<file path="src/rtl/pirq_pkg.sv">
package pirq_pkg;
  localparam int IRQ_N = 16;
  localparam int IRQ_W = $clog2(IRQ_N);
  // IRQ 0,1,2,8,13 never accept a PCI route
  localparam logic [IRQ_N-1:0] RSVD_MASK = 16'h2107;
  localparam int ADDR_W = 3;
  localparam logic [ADDR_W-1:0] ADDR_CTL_LO = 3'd4;
  localparam logic [ADDR_W-1:0] ADDR_CTL_HI = 3'd5;

  typedef struct packed {
    logic             dis;
    logic [IRQ_W-1:0] num;
  } route_t;
endpackage

</file>
<file path="src/rtl/pirq_sync.sv">
module pirq_sync #(
  parameter int          W       = 4,
  parameter logic [W-1:0] RST_VAL = '0
) (
  input  logic         clk_i,
  input  logic         rst_ni,
  input  logic [W-1:0] d_i,
  output logic [W-1:0] q_o
);
  logic [W-1:0] s1_q, s2_q;

  always_ff @(posedge clk_i or negedge rst_ni) begin
    if (!rst_ni) begin
      s1_q <= RST_VAL;
      s2_q <= RST_VAL;
    end else begin
      s1_q <= d_i;
      s2_q <= s1_q;
    end
  end

  assign q_o = s2_q;
endmodule

</file>
<file path="src/rtl/pirq_regs.sv">
module pirq_regs
  import pirq_pkg::*;
#(
  parameter int NUM_LINES = 4
) (
  input  logic                          clk_i,
  input  logic                          rst_ni,
  input  logic                          wr_en_i,
  input  logic [ADDR_W-1:0]             wr_addr_i,
  input  logic [7:0]                    wr_data_i,
  output route_t [NUM_LINES-1:0]        routes_o,
  output logic   [IRQ_N-1:0]            ctl_o
);
  route_t [NUM_LINES-1:0] routes_q;
  logic   [IRQ_N-1:0]     ctl_q;
  logic   [2:0]           unused_wr_bits;

  assign unused_wr_bits = wr_data_i[6:4];

  always_ff @(posedge clk_i or negedge rst_ni) begin
    if (!rst_ni) begin
      for (int i = 0; i < NUM_LINES; i++) routes_q[i] <= '{dis: 1'b1, num: '0};
      ctl_q <= '0;
    end else if (wr_en_i) begin
      for (int i = 0; i < NUM_LINES; i++)
        if (wr_addr_i == ADDR_W'(i)) routes_q[i] <= '{dis: wr_data_i[7], num: wr_data_i[IRQ_W-1:0]};
      if (wr_addr_i == ADDR_CTL_LO) ctl_q[7:0]  <= wr_data_i;
      if (wr_addr_i == ADDR_CTL_HI) ctl_q[15:8] <= wr_data_i;
    end
  end

  assign routes_o = routes_q;
  assign ctl_o    = ctl_q;

  AST_CTL_HOLD: assert property (@(posedge clk_i) disable iff (!rst_ni)
    !wr_en_i |=> $stable(ctl_q));
endmodule

</file>
<file path="src/rtl/pirq_steer.sv">
module pirq_steer
  import pirq_pkg::*;
#(
  parameter int NUM_LINES = 4
) (
  input  logic                   clk_i,
  input  logic                   rst_ni,
  input  route_t [NUM_LINES-1:0] routes_i,
  input  logic   [IRQ_N-1:0]     ctl_i,
  input  logic   [NUM_LINES-1:0] line_n_i,
  input  logic   [IRQ_N-1:0]     ser_req_i,
  input  logic   [IRQ_N-1:0]     ser_low_i,
  output logic   [IRQ_N-1:0]     irq_o,
  output logic   [NUM_LINES-1:0] err_o
);
  logic [NUM_LINES-1:0] route_en;
  logic [IRQ_N-1:0]     taken, hit, irq_d, irq_q;

  always_comb begin
    taken = '0;
    hit   = '0;
    for (int i = 0; i < NUM_LINES; i++) begin
      route_en[i] = !routes_i[i].dis && !RSVD_MASK[routes_i[i].num];
      err_o[i]    = route_en[i] && !ctl_i[routes_i[i].num];
      if (route_en[i]) begin
        taken[routes_i[i].num] = 1'b1;
        if (!line_n_i[i]) hit[routes_i[i].num] = 1'b1;  // invert active-low line
      end
    end
    irq_d = hit | (ser_req_i & (~taken | ser_low_i));
  end

  always_ff @(posedge clk_i or negedge rst_ni) begin
    if (!rst_ni) irq_q <= '0;
    else         irq_q <= irq_d;
  end

  assign irq_o = irq_q;

  for (genvar k = 0; k < IRQ_N; k++) begin : g_irq
    AST_HIGH_BLOCKED: assert property (@(posedge clk_i) disable iff (!rst_ni)
      (taken[k] && !ser_low_i[k] && !hit[k]) |=> !irq_o[k]);
    AST_LOW_MERGED: assert property (@(posedge clk_i) disable iff (!rst_ni)
      (ser_req_i[k] && ser_low_i[k]) |=> irq_o[k]);
  end
endmodule

</file>
<file path="src/rtl/pirq_router.sv">
module pirq_router
  import pirq_pkg::*;
#(
  parameter int NUM_LINES = 4
) (
  input  logic                 clk_i,
  input  logic                 rst_ni,
  input  logic                 wr_en_i,
  input  logic [2:0]           wr_addr_i,
  input  logic [7:0]           wr_data_i,
  input  logic [NUM_LINES-1:0] pirq_n_i,
  input  logic [NUM_LINES-1:0] int_src_i,
  output logic [NUM_LINES-1:0] pirq_drv_o,
  input  logic [15:0]          ser_req_i,
  input  logic [15:0]          ser_low_i,
  output logic [15:0]          irq_o,
  output logic [NUM_LINES-1:0] route_err_o
);
  route_t [NUM_LINES-1:0] routes;
  logic   [IRQ_N-1:0]     ctl;
  logic   [NUM_LINES-1:0] line_n_s;
  logic   [IRQ_N-1:0]     ser_s;

  // on-chip sources pull the shared pad; the pad value comes back on pirq_n_i
  assign pirq_drv_o = int_src_i;

  pirq_regs #(.NUM_LINES(NUM_LINES)) i_regs (
    .clk_i, .rst_ni, .wr_en_i, .wr_addr_i, .wr_data_i,
    .routes_o(routes), .ctl_o(ctl)
  );

  pirq_sync #(.W(NUM_LINES), .RST_VAL({NUM_LINES{1'b1}})) i_sync_line (
    .clk_i, .rst_ni, .d_i(pirq_n_i), .q_o(line_n_s)
  );

  pirq_sync #(.W(IRQ_N), .RST_VAL('0)) i_sync_ser (
    .clk_i, .rst_ni, .d_i(ser_req_i), .q_o(ser_s)
  );

  pirq_steer #(.NUM_LINES(NUM_LINES)) i_steer (
    .clk_i, .rst_ni,
    .routes_i(routes), .ctl_i(ctl), .line_n_i(line_n_s),
    .ser_req_i(ser_s), .ser_low_i(ser_low_i),
    .irq_o(irq_o), .err_o(route_err_o)
  );

  AST_IDLE_QUIET: assert property (@(posedge clk_i) disable iff (!rst_ni)
    ((&line_n_s) && ser_s == '0) |=> irq_o == '0);

  for (genvar i = 0; i < NUM_LINES; i++) begin : g_line
    AST_LINE_TO_IRQ: assert property (@(posedge clk_i) disable iff (!rst_ni)
      (!routes[i].dis && !RSVD_MASK[routes[i].num] && !line_n_s[i]) |=> irq_o[$past(routes[i].num)]);
    AST_FLAG_EDGE: assert property (@(posedge clk_i) disable iff (!rst_ni)
      route_err_o[i] |-> (!routes[i].dis && !ctl[routes[i].num]));
  end
endmodule

</file>
<file path="config.mk">
export PLATFORM = sky130hd
export DESIGN_NAME = pirq_router
export DESIGN_NICKNAME = d
export VERILOG_FILES = /design/src/rtl/pirq_pkg.sv /design/src/rtl/pirq_sync.sv /design/src/rtl/pirq_regs.sv /design/src/rtl/pirq_steer.sv /design/src/rtl/pirq_router.sv
export SDC_FILE = /design/constraint.sdc
export NUM_CORES = 1
export LEC_CHECK = 0
export ABC_AREA = 1
export BUFFER_PORTS_ARGS = -buffer_cell sky130_fd_sc_hd__buf_4
export CORE_UTILIZATION = 55
export CTS_BUF_LIST = sky130_fd_sc_hd__clkbuf_2 sky130_fd_sc_hd__clkbuf_4 sky130_fd_sc_hd__clkbuf_8
export DETAILED_ROUTE_END_ITERATION = 12
export GPL_TIMING_DRIVEN = 0
export PLACE_DENSITY = 0.81
export SYNTH_ARGS = -nofsm -noshare
export SYNTH_HDL_FRONTEND = slang
export SYNTH_SLANG_ARGS = --single-unit
</file>
<file path="constraint.sdc">
create_clock -name clk_i -period 1.9 [get_ports clk_i]
set_input_delay 0.57 -clock clk_i [delete_from_list [all_inputs] [get_ports clk_i]]
set_output_delay 0.57 -clock clk_i [all_outputs]
set_load 0.03 [all_outputs]
</file>
==> results.cfg, run 1 <==
[global_routing]
antenna_found_initial = 0
grt_pass1_wl_um = 21800
grt_max_degree = 93
grt_overflow = 0
globalRouteTotalUtil_pct = 33.0
first_global_vias = 4475

[sta]
fin_ws_ps = -511
worst_slew_pin_slew_ps = 1120
setup_viol = 4
drv_slew = 0
rsz0062_at_grt = yes
hold_viol_final = 0
fin_tns_setup_ps = -1790
timing.final.crit_share_pct = 127
post-route-min-period_ps = 2410
fmaxAchievable_mhz = 415
relSlewSlack_pct = 25.4
finalClockSkew_ps = 16.1

[placement]
portBuffers = 68
dp_hpwl_um = 9450
place_congestion = 0.969
placed_cell_area_um2 = 5210

[floorplanning]
rows = 32
ios = 78
die-area_um2 = 8660
start_util_pct = 57.8
die_w_um = 93.1
die_h_um = 93.1
coreArea_um2 = 7890

[cts]
htreeDepth = 3
path_clk_slew_ps = 110
cts_buffer_depth = 2
tritoncts = built
hold_buffers = 0
root_buffer = clkbuf_8
clock_sinks = 92
numCtsBuffers = 9
insertion_delay_ps = 370

[synth]
netlist_area_um2 = 4560
synth_cell_types = 25
synth.net_count = 626
syn_inst = 572
avgSynthCellArea_um2 = 7.97
ys_seq_area_share_pct = 50.8
yosysWarnings = 0
ys_seq_elements = 92

[finish]
layout_commonest_cell = nand2_1
syn2layout_area_growth_pct = 31.5
layout_common_cells = nand2_1 (122), buf_4 (104), dfrtp_1 (68)
drive_gt1_share_pct = 34.6
nets = 739
design_area_um2 = 6000
antenna_cells = 0

[power]
total_power_mw = 5.96
swShare_pct = 40.0
peakVddDrop_v = 0.000586
p_leak_nw = 2.90
switchingPower_mw = 2.39
pwr-share-comb_pct = 36.1
intPower_mw = 3.58
p_clk_share_pct = 21.3
power_density_nw_per_um2 = 994
seq_power_share_pct = 42.7

[run_status]
failed_checks = negative setup slack
status = finished with violations

[job]
maxCapViolCount = 0

[routing]
via_per_inst = 5.91
drtIter0Drc = 473
wl_per_cell_um = 17.5
drt_wl_total_um = 13800
drc = 0
ant_nets = 0
vias = 4681
drtPass1Iterations = 5

[setup_path]
path_class = reg2out
crit_start = i_regs.routes_o[0]
startpoint_type = flip-flop
worstPathArrival_ps = 1840
rr_startpoint = i_regs.routes_o[0]
required_ps = 1330
crit_fanout = 6
cp-end-kind = output pin

[worst_hold_path]
min_from = ser_req_i[2]
hold_path.class = in2reg
[cell type report]
| class | count | area, µm² |
|---|---|---|
| buffer | 20 | 119 |
| tap | 102 | 128 |
| inverter | 66 | 262 |
| fill | 590 | 1890 |
| sequential | 92 | 2330 |
| multi-input combinational | 393 | 2170 |
| clock inverter | 7 | 70.1 |
| timing repair buffer | 103 | 796 |
| clock buffer | 9 | 124 |
[sequential cells by signal, summed over array words and instances, names as in the netlist]
register,cells
i_regs.routes_o,20
i_sync_ser.q_o,16
i_steer.irq_o,16
i_sync_ser.s1_q,16
i_sync_line.q_o,4
i_sync_line.s1_q,4
i_regs.ctl_o,16
[critical path, cell delays in order, from the launching register on]
cell and delay (ps):
dfrtp_2 530, nand2_4 100, buf_4 150, nand2_2 70, nand2_1 80, nand3_2 90
nand2_1 70, inv_2 70, nand2_2 60, nor2_4 120, buf_6 140
[kinds of logic after synthesis]
group | after synthesis | synth area share, %
simple gates | 320 | 30.9
flops | 92 | 50.8
buf+inv | 87 | 8.29
compound gates | 73 | 9.96
[synthesized netlist by cell type]
library cell | count | area, µm²
o22ai_1 | 7 | 43.8
nor2_2 | 4 | 25.0
buf_4 | 7 | 52.6
dfstp_2 | 12 | 315
a21oi_1 | 2 | 10.0
dfrtp_1 | 80 | 2000
buf_2 | 2 | 10.0
nand3b_1 | 2 | 15.0
a21oi_2 | 3 | 26.3
or2_2 | 2 | 12.5
nand2_2 | 3 | 18.8
nand4_1 | 37 | 231
nor3_1 | 2 | 10.0
inv_1 | 65 | 244
nor2_1 | 73 | 274
a22oi_1 | 17 | 128
clkbuf_1 | 9 | 33.8
nand2_1 | 140 | 526
o221ai_1 | 7 | 61.3
o21ai_0 | 37 | 185
buf_6 | 3 | 33.8
nand3_2 | 2 | 20.0
nand3_1 | 53 | 265
and2_1 | 2 | 12.5
inv_2 | 1 | 3.75
[power groups by stage]
| stage | clock [mW] | sequential [mW] | combinational, mW |
|---|---|---|---|
| after global placement | 0 | 2.47 | 1.61 |
| after floorplan | 0 | 2.46 | 1.06 |
| after detailed placement | 0 | 2.48 | 1.63 |
| final | 1.27 | 2.54 | 2.15 |
| after global routing | 1.35 | 2.56 | 2.32 |
| after CTS | 1.28 | 2.49 | 1.91 |
[path summary, 6_finish.rpt]
check / endpoint / slack, ps / depth (start not counted)
worst max-delay path: route_err_o[0] / -510 / 10
worst min register to register: i_sync_ser.q_o[9] / 350 / 0
min in group asynchronous: i_regs.routes_o[5] / 380 / 1
worst min-delay path: i_sync_ser.s1_q[2] / 300 / 1
worst max register to register: i_steer.irq_o[14] / 100 / 11
max in group asynchronous: i_regs.routes_o[18] / 740 / 1
[through the flow]
stage / cells / utilization [%] / setup WS, ps / hold WS, ps
floorplan: 572 / - / -46.5 / 274
global placement: 742 / 66.1 / -308 / 332
detailed placement: 742 / 66.1 / -357 / 336
CTS: 783 / 73.3 / -444 / 300
global route: 792 / 76.0 / -558 / 294
finish: 792 / 76.0 / -511 / 298
[routing by layer]
layer / global-route usage [%] / part of all wire (%)
met1: 44.4 / 39
met2: 54.0 / 48
met3: 6.91 / 9.6
met4: 9.36 / 2.9
met5: 0 / 0
[repair_timing]
item / CTS / global route
gates cloned: 0 / 0
buffers inserted: 25 / 10
resized for setup: 67 / 44
pin swaps: 21 / 19
setup endpoints to repair: 4 / 4
(Power assumes the default switching activity.)
==> run 2, diff against run 1 <==
--- a/config.mk
+++ b/config.mk
@@ -7,11 +7,13 @@
 export LEC_CHECK = 0
 export ABC_AREA = 1
 export BUFFER_PORTS_ARGS = -buffer_cell sky130_fd_sc_hd__buf_4
-export CORE_UTILIZATION = 55
+export CELL_PAD_IN_SITES_DETAIL_PLACEMENT = 1
+export CELL_PAD_IN_SITES_GLOBAL_PLACEMENT = 1
+export CORE_UTILIZATION = 43
 export CTS_BUF_LIST = sky130_fd_sc_hd__clkbuf_2 sky130_fd_sc_hd__clkbuf_4 sky130_fd_sc_hd__clkbuf_8
 export DETAILED_ROUTE_END_ITERATION = 12
 export GPL_TIMING_DRIVEN = 0
-export PLACE_DENSITY = 0.81
+export PLACE_DENSITY = 0.85
 export SYNTH_ARGS = -nofsm -noshare
 export SYNTH_HDL_FRONTEND = slang
 export SYNTH_SLANG_ARGS = --single-unit
==> run 2 against run 1 <==
Net effect: first-iteration DRC count up 6.8%; setup slack worse by 38 ps; clock skew about the same; combinational power up 11%; register-to-register slack worse by 180 ps; utilization down 17 points; the flow still finishes with violations (negative setup slack); critical path type unchanged; flip-flop and latch count unchanged; non-clock buffer count up 5; die area up 27%; via count up 5.7%.
==> results.cfg, run 2 (same netlist as run 1, synthesis figures left out) <==
[finish]
nets = 744
layout_common_cells = nand2_1 (124), buf_4 (107), dfrtp_1 (68)
fillers = 1266
syn2layout_area_growth_pct = 34.2
layout_commonest_cell = nand2_1
antenna_cells = 0
design_area_um2 = 6120
drive_gt1_share_pct = 35.4
largest_reg_flops = 20

[routing]
wl_met2_um = 9170
wl_met1_um = 7040
wl_met3_um = 1470
wl_per_cell_um = 22.3
drc = 0
drtPass1Iterations = 5
drtIter0Drc = 505
ant_nets = 0
top_layer_used = met4
via_per_inst = 5.95
drt_wl_total_um = 18500
vias = 4948

[cts]
htreeDepth = 3
tritoncts = built
clock_sinks = 92
path_clk_slew_ps = 100
numCtsBuffers = 9
insertion_delay_ps = 380
cts_buffer_depth = 2
root_buffer = clkbuf_8

[run_status]
failed_checks = negative setup slack
status = finished with violations

[floorplanning]
die_w_um = 105
start_util_pct = 44.2
die-area_um2 = 11000
die_h_um = 105
rows = 37
coreArea_um2 = 10300
ios = 78

[power]
power_density_nw_per_um2 = 1030
total_power_mw = 6.28
switchingPower_mw = 2.66
p_clk_share_pct = 21.2
pwr-share-comb_pct = 38.0
swShare_pct = 42.3
seq_power_share_pct = 40.7
peakVddDrop_v = 0.000440
p_leak_nw = 2.93
intPower_mw = 3.62

[setup_path]
required_ps = 1330
path_class = reg2out
startpoint_type = flip-flop
r2r_cells = 11
cp-end-kind = output pin
crit_fanout = 6
worstPathArrival_ps = 1880

[placement]
dp_hpwl_um = 11600
dp_slack_ps = -368
placed_cell_area_um2 = 5260
portBuffers = 68
place_congestion = 0.970

[global_routing]
grt_pass1_wl_um = 27900
grt_overflow = 0
globalRouteTotalUtil_pct = 33.5
antenna_found_initial = 0
grt_max_degree = 93
first_global_vias = 5184

[job]
maxCapViolCount = 0

[sta]
relSlewSlack_pct = 22.0
setup_viol = 6
fmaxAchievable_mhz = 408
drv_slew = 0
post-route-min-period_ps = 2450
fin_ws_ps = -549
finalClockSkew_ps = 15.9
timing.final.crit_share_pct = 129
worst_slew_pin_slew_ps = 1170
hold_viol_final = 0
rsz0062_at_grt = yes

[worst_hold_path]
hold_path.class = in2reg
min_path_cells = 1
[run 2: stage by stage]
step	std cells	hold slack [ps]	setup TNS, ps	utilization, %
3_3_place_gp	776	332	-1080	50.9
2_1_floorplan	572	274	-46.5	-
6_report	831	290	-2240	59.3
5_1_grt	831	286	-2650	59.3
3_5_place_dp	776	337	-1260	50.9
4_1_cts	825	289	-1780	57.6
[run 2: final timing paths]
check,start,endpoint,slack [ps]
min in group asynchronous,rst_ni,i_regs.ctl_o[14],370
worst min register to register,i_sync_ser.s1_q[6],i_sync_ser.q_o[6],350
max in group asynchronous,rst_ni,i_regs.routes_o[7],690
worst max-delay path,i_regs.routes_o[10],route_err_o[2],-550
worst max register to register,i_regs.routes_o[6],i_steer.irq_o[4],-80
worst min-delay path,ser_req_i[13],i_sync_ser.s1_q[13],290
[run 2: cell type report]
type	count	area, µm²	area share, %
Clock buffer	9	124	2.02
Clock inverter	7	68.8	1.12
Tap cell	136	170	2.78
Sequential cell	92	2330	38.1
Inverter	66	260	4.25
Timing Repair Buffer	108	845	13.8
Buffer	20	121	1.98
Multi-Input combinational cell	393	2200	35.9
[run 2: worst max-delay path: stages (launching register included)]
cell and delay (ps):
dfrtp_2 490, inv_1 90, nand2_2 140, nor2_1 70, nor2_2 160, and2_4 180
nand3b_1 110, nor2_4 130, buf_6 140
[run 2: what timing repair did]
action	CTS	global route
gates resized for setup	85	37
hold buffers	0	0
pin swaps	22	18
buffers inserted	33	7
endpoints found under the setup margin	4	10
[run 2: power by group through the flow]
| stage | logic (mW) | clock network, mW | registers (mW) |
|---|---|---|---|
| final | 2.39 | 1.34 | 2.56 |
| after global routing | 2.53 | 1.42 | 2.58 |
| after CTS | 2.10 | 1.34 | 2.51 |
| after detailed placement | 1.72 | 0 | 2.48 |
| after global placement | 1.65 | 0 | 2.46 |
| after floorplan | 1.06 | 0 | 2.46 |
[run 2: per-layer routing]
layer,GRT usage [%],up-vias
met2,58.5,294
met4,15.6,0
met3,5.99,85
met1,39.9,2435
li1,-,2134
met5,0,-
==> run 3, diff against run 2 <==
--- a/config.mk
+++ b/config.mk
@@ -7,10 +7,10 @@
 export LEC_CHECK = 0
 export ABC_AREA = 1
 export BUFFER_PORTS_ARGS = -buffer_cell sky130_fd_sc_hd__buf_4
-export CELL_PAD_IN_SITES_DETAIL_PLACEMENT = 1
+export CELL_PAD_IN_SITES_DETAIL_PLACEMENT = 0
 export CELL_PAD_IN_SITES_GLOBAL_PLACEMENT = 1
 export CORE_UTILIZATION = 43
-export CTS_BUF_LIST = sky130_fd_sc_hd__clkbuf_2 sky130_fd_sc_hd__clkbuf_4 sky130_fd_sc_hd__clkbuf_8
+export CTS_BUF_LIST = sky130_fd_sc_hd__clkbuf_2
 export DETAILED_ROUTE_END_ITERATION = 12
 export GPL_TIMING_DRIVEN = 0
 export PLACE_DENSITY = 0.85
==> run 3 against run 2 <==
Net effect: the flow still finishes with violations (negative setup slack); register-to-register slack better by 240 ps; count of clock-buffer cells in the layout unchanged; total power down 6.7%; critical path depth unchanged; via count down 7.3%; fmax down 8.7%; die area unchanged; design area up 1.4%; setup slack worse by 230 ps; sequential power down 2%; clock power down 22%; critical path type unchanged; highest routed layer unchanged.
==> results.cfg, run 3 (same netlist as run 1, synthesis figures left out) <==
[floorplanning]
coreArea_um2 = 10300
die_w_um = 105
die-area_um2 = 11000
ios = 78
rows = 37
start_util_pct = 44.2
die_h_um = 105

[global_routing]
first_global_vias = 4660
grt_max_degree = 93
grtUsageMet2_pct = 44.4
antenna_found_initial = 0
gr-usage-met1_pct = 36.4
grt_overflow = 0
globalRouteTotalUtil_pct = 27.3
grt.met3_usage_pct = 5.05
grt_pass1_wl_um = 23100
grt_busiest_layer = met2

[setup_path]
crit_chain = nand2_4 -> inv_4 -> a22oi_2 -> o221ai_2 -> nand2_1 -> nand2_2 -> nor2_4 -> buf_6
rr_endpoint = i_steer.irq_o[4]
r2r_cells = 8
cp_slowest_cell = dfrtp_2
critPathMaxStageDelay_ps = 590
crit_fanout = 6
worstPathArrival_ps = 2110
cp_top_family = flip-flops
startpoint_type = flip-flop
crit_buf_inv = 2
cp-end-kind = output pin
required_ps = 1330
rr_startpoint = i_regs.routes_o[16]
reg2reg_slack_ps = 160
path_class = reg2out

[sta]
post-route-min-period_ps = 2680
fin_ws_ps = -781
drv_slew = 0
finalClockSkew_ps = 34.3
rsz0062_at_grt = yes
relSlewSlack_pct = 25.0
fin_tns_setup_ps = -2980
setup_viol = 4
hold_viol_final = 0
fmaxAchievable_mhz = 373
timing.final.crit_share_pct = 141
worst_slew_pin_slew_ps = 1120
hold_ws_ps = 34.5

[finish]
nets = 759
design_area_um2 = 6200
layout_common_cells = nand2_1 (123), buf_4 (106), dfrtp_1 (69)
largest_reg_flops = 20
drive_gt1_share_pct = 35.1
syn2layout_area_growth_pct = 36.0
antenna_cells = 0
layout_commonest_cell = nand2_1

[cts]
path_clk_slew_ps = 300
numCtsBuffers = 9
root_buffer = clkbuf_2
htreeDepth = 3
clock_sinks = 92
tritoncts = built
insertion_delay_ps = 610
cts_buffer_depth = 2

[placement]
placed_cell_area_um2 = 5260
dp_hpwl_um = 9590
portBuffers = 68
place_congestion = 0.970

[job]
maxCapViolCount = 0

[routing]
drtPass1Iterations = 5
drc = 0
wl_per_cell_um = 16.7
drt_wl_total_um = 14200
via_per_inst = 5.42
vias = 4585
drtIter0Drc = 439
ant_nets = 0

[power]
swShare_pct = 42.1
switchingPower_mw = 2.47
p_leak_nw = 2.96
total_power_mw = 5.86
p_clk_share_pct = 17.9
peakVddDrop_v = 0.000670
power_density_nw_per_um2 = 945
intPower_mw = 3.39
seq_power_share_pct = 43.0
pwr-share-comb_pct = 39.1

[run_status]
status = finished with violations
failed_checks = negative setup slack

[worst_hold_path]
hold_path_end = i_sync_ser.s1_q[7]
min_path_cells = 1
hold_path.class = in2reg
min_from = ser_req_i[7]
## run 3: cell types whose count changed in the layout (fill, tap and decap cells not counted), moves of 2 or more
cell           delta
clkbuf_2          +9
clkbuf_8          -9
clkinv_4          -4
clkinv_8          +2
dlygate4sd3_1    +13
inv_1             -2
inv_4             +3
inv_6             +3
inv_8             -2
nand2_2           +3
nand2_4           -2
## run 3: routing by layer
metal | share of wire, % | up-vias
met5 | 0 | -
met4 | 2.6 | 0
met3 | 6.5 | 39
met2 | 48 | 205
met1 | 43 | 2184
li1 | - | 2157
## run 3: worst max path at each step
stage | depth (start not counted) | slack [ps] | endpoint | startpoint
after floorplan | 7 | -50 | route_err_o[1] | i_regs.routes_o[8]
after global placement | 8 | -340 | route_err_o[3] | i_regs.routes_o[16]
after detailed placement | 8 | -320 | route_err_o[1] | i_regs.routes_o[8]
after CTS | 8 | -800 | route_err_o[1] | i_regs.routes_o[6]
after global routing | 8 | -920 | route_err_o[1] | i_regs.routes_o[5]
final | 8 | -780 | route_err_o[1] | i_regs.routes_o[5]
## run 3: timing repair
item | CTS | global route
hold buffers | 4 | 9
hold endpoints to repair | 4 | 9
endpoints found under the setup margin | 4 | 8
cloned | 0 | 0
pin swaps | 29 | 12
resized for setup | 95 | 27
setup buffers | 38 | 4
## run 3: power groups by stage
stage / Clock (mW) / Combinational, mW / Sequential (mW)
floorplan: 0 / 1.06 / 2.46
global placement: 0 / 1.65 / 2.46
detailed placement: 0 / 1.68 / 2.47
CTS: 1.09 / 2.13 / 2.49
global route: 1.16 / 2.49 / 2.55
finish: 1.05 / 2.29 / 2.52
## run 3: final cells by class
| class | count | area [µm²] |
|---|---|---|
| multi-input combinational | 393 | 2180 |
| clock inverter | 7 | 86.3 |
| sequential | 92 | 2330 |
| timing repair buffer | 123 | 1010 |
| inverter | 66 | 268 |
| clock buffer | 9 | 45.0 |
| fill | 932 | 4120 |
| tap | 136 | 170 |
| buffer | 20 | 119 |
## run 3: per-stage QoR
step / cells / utilization, % / worst slack [ps]
6_report: 846 / 60.1 / -781
5_1_grt: 846 / 60.1 / -917
4_1_cts: 834 / 58.0 / -797
3_5_place_dp: 776 / 50.9 / -319
3_3_place_gp: 776 / 50.9 / -337
2_1_floorplan: 572 / - / -46.5
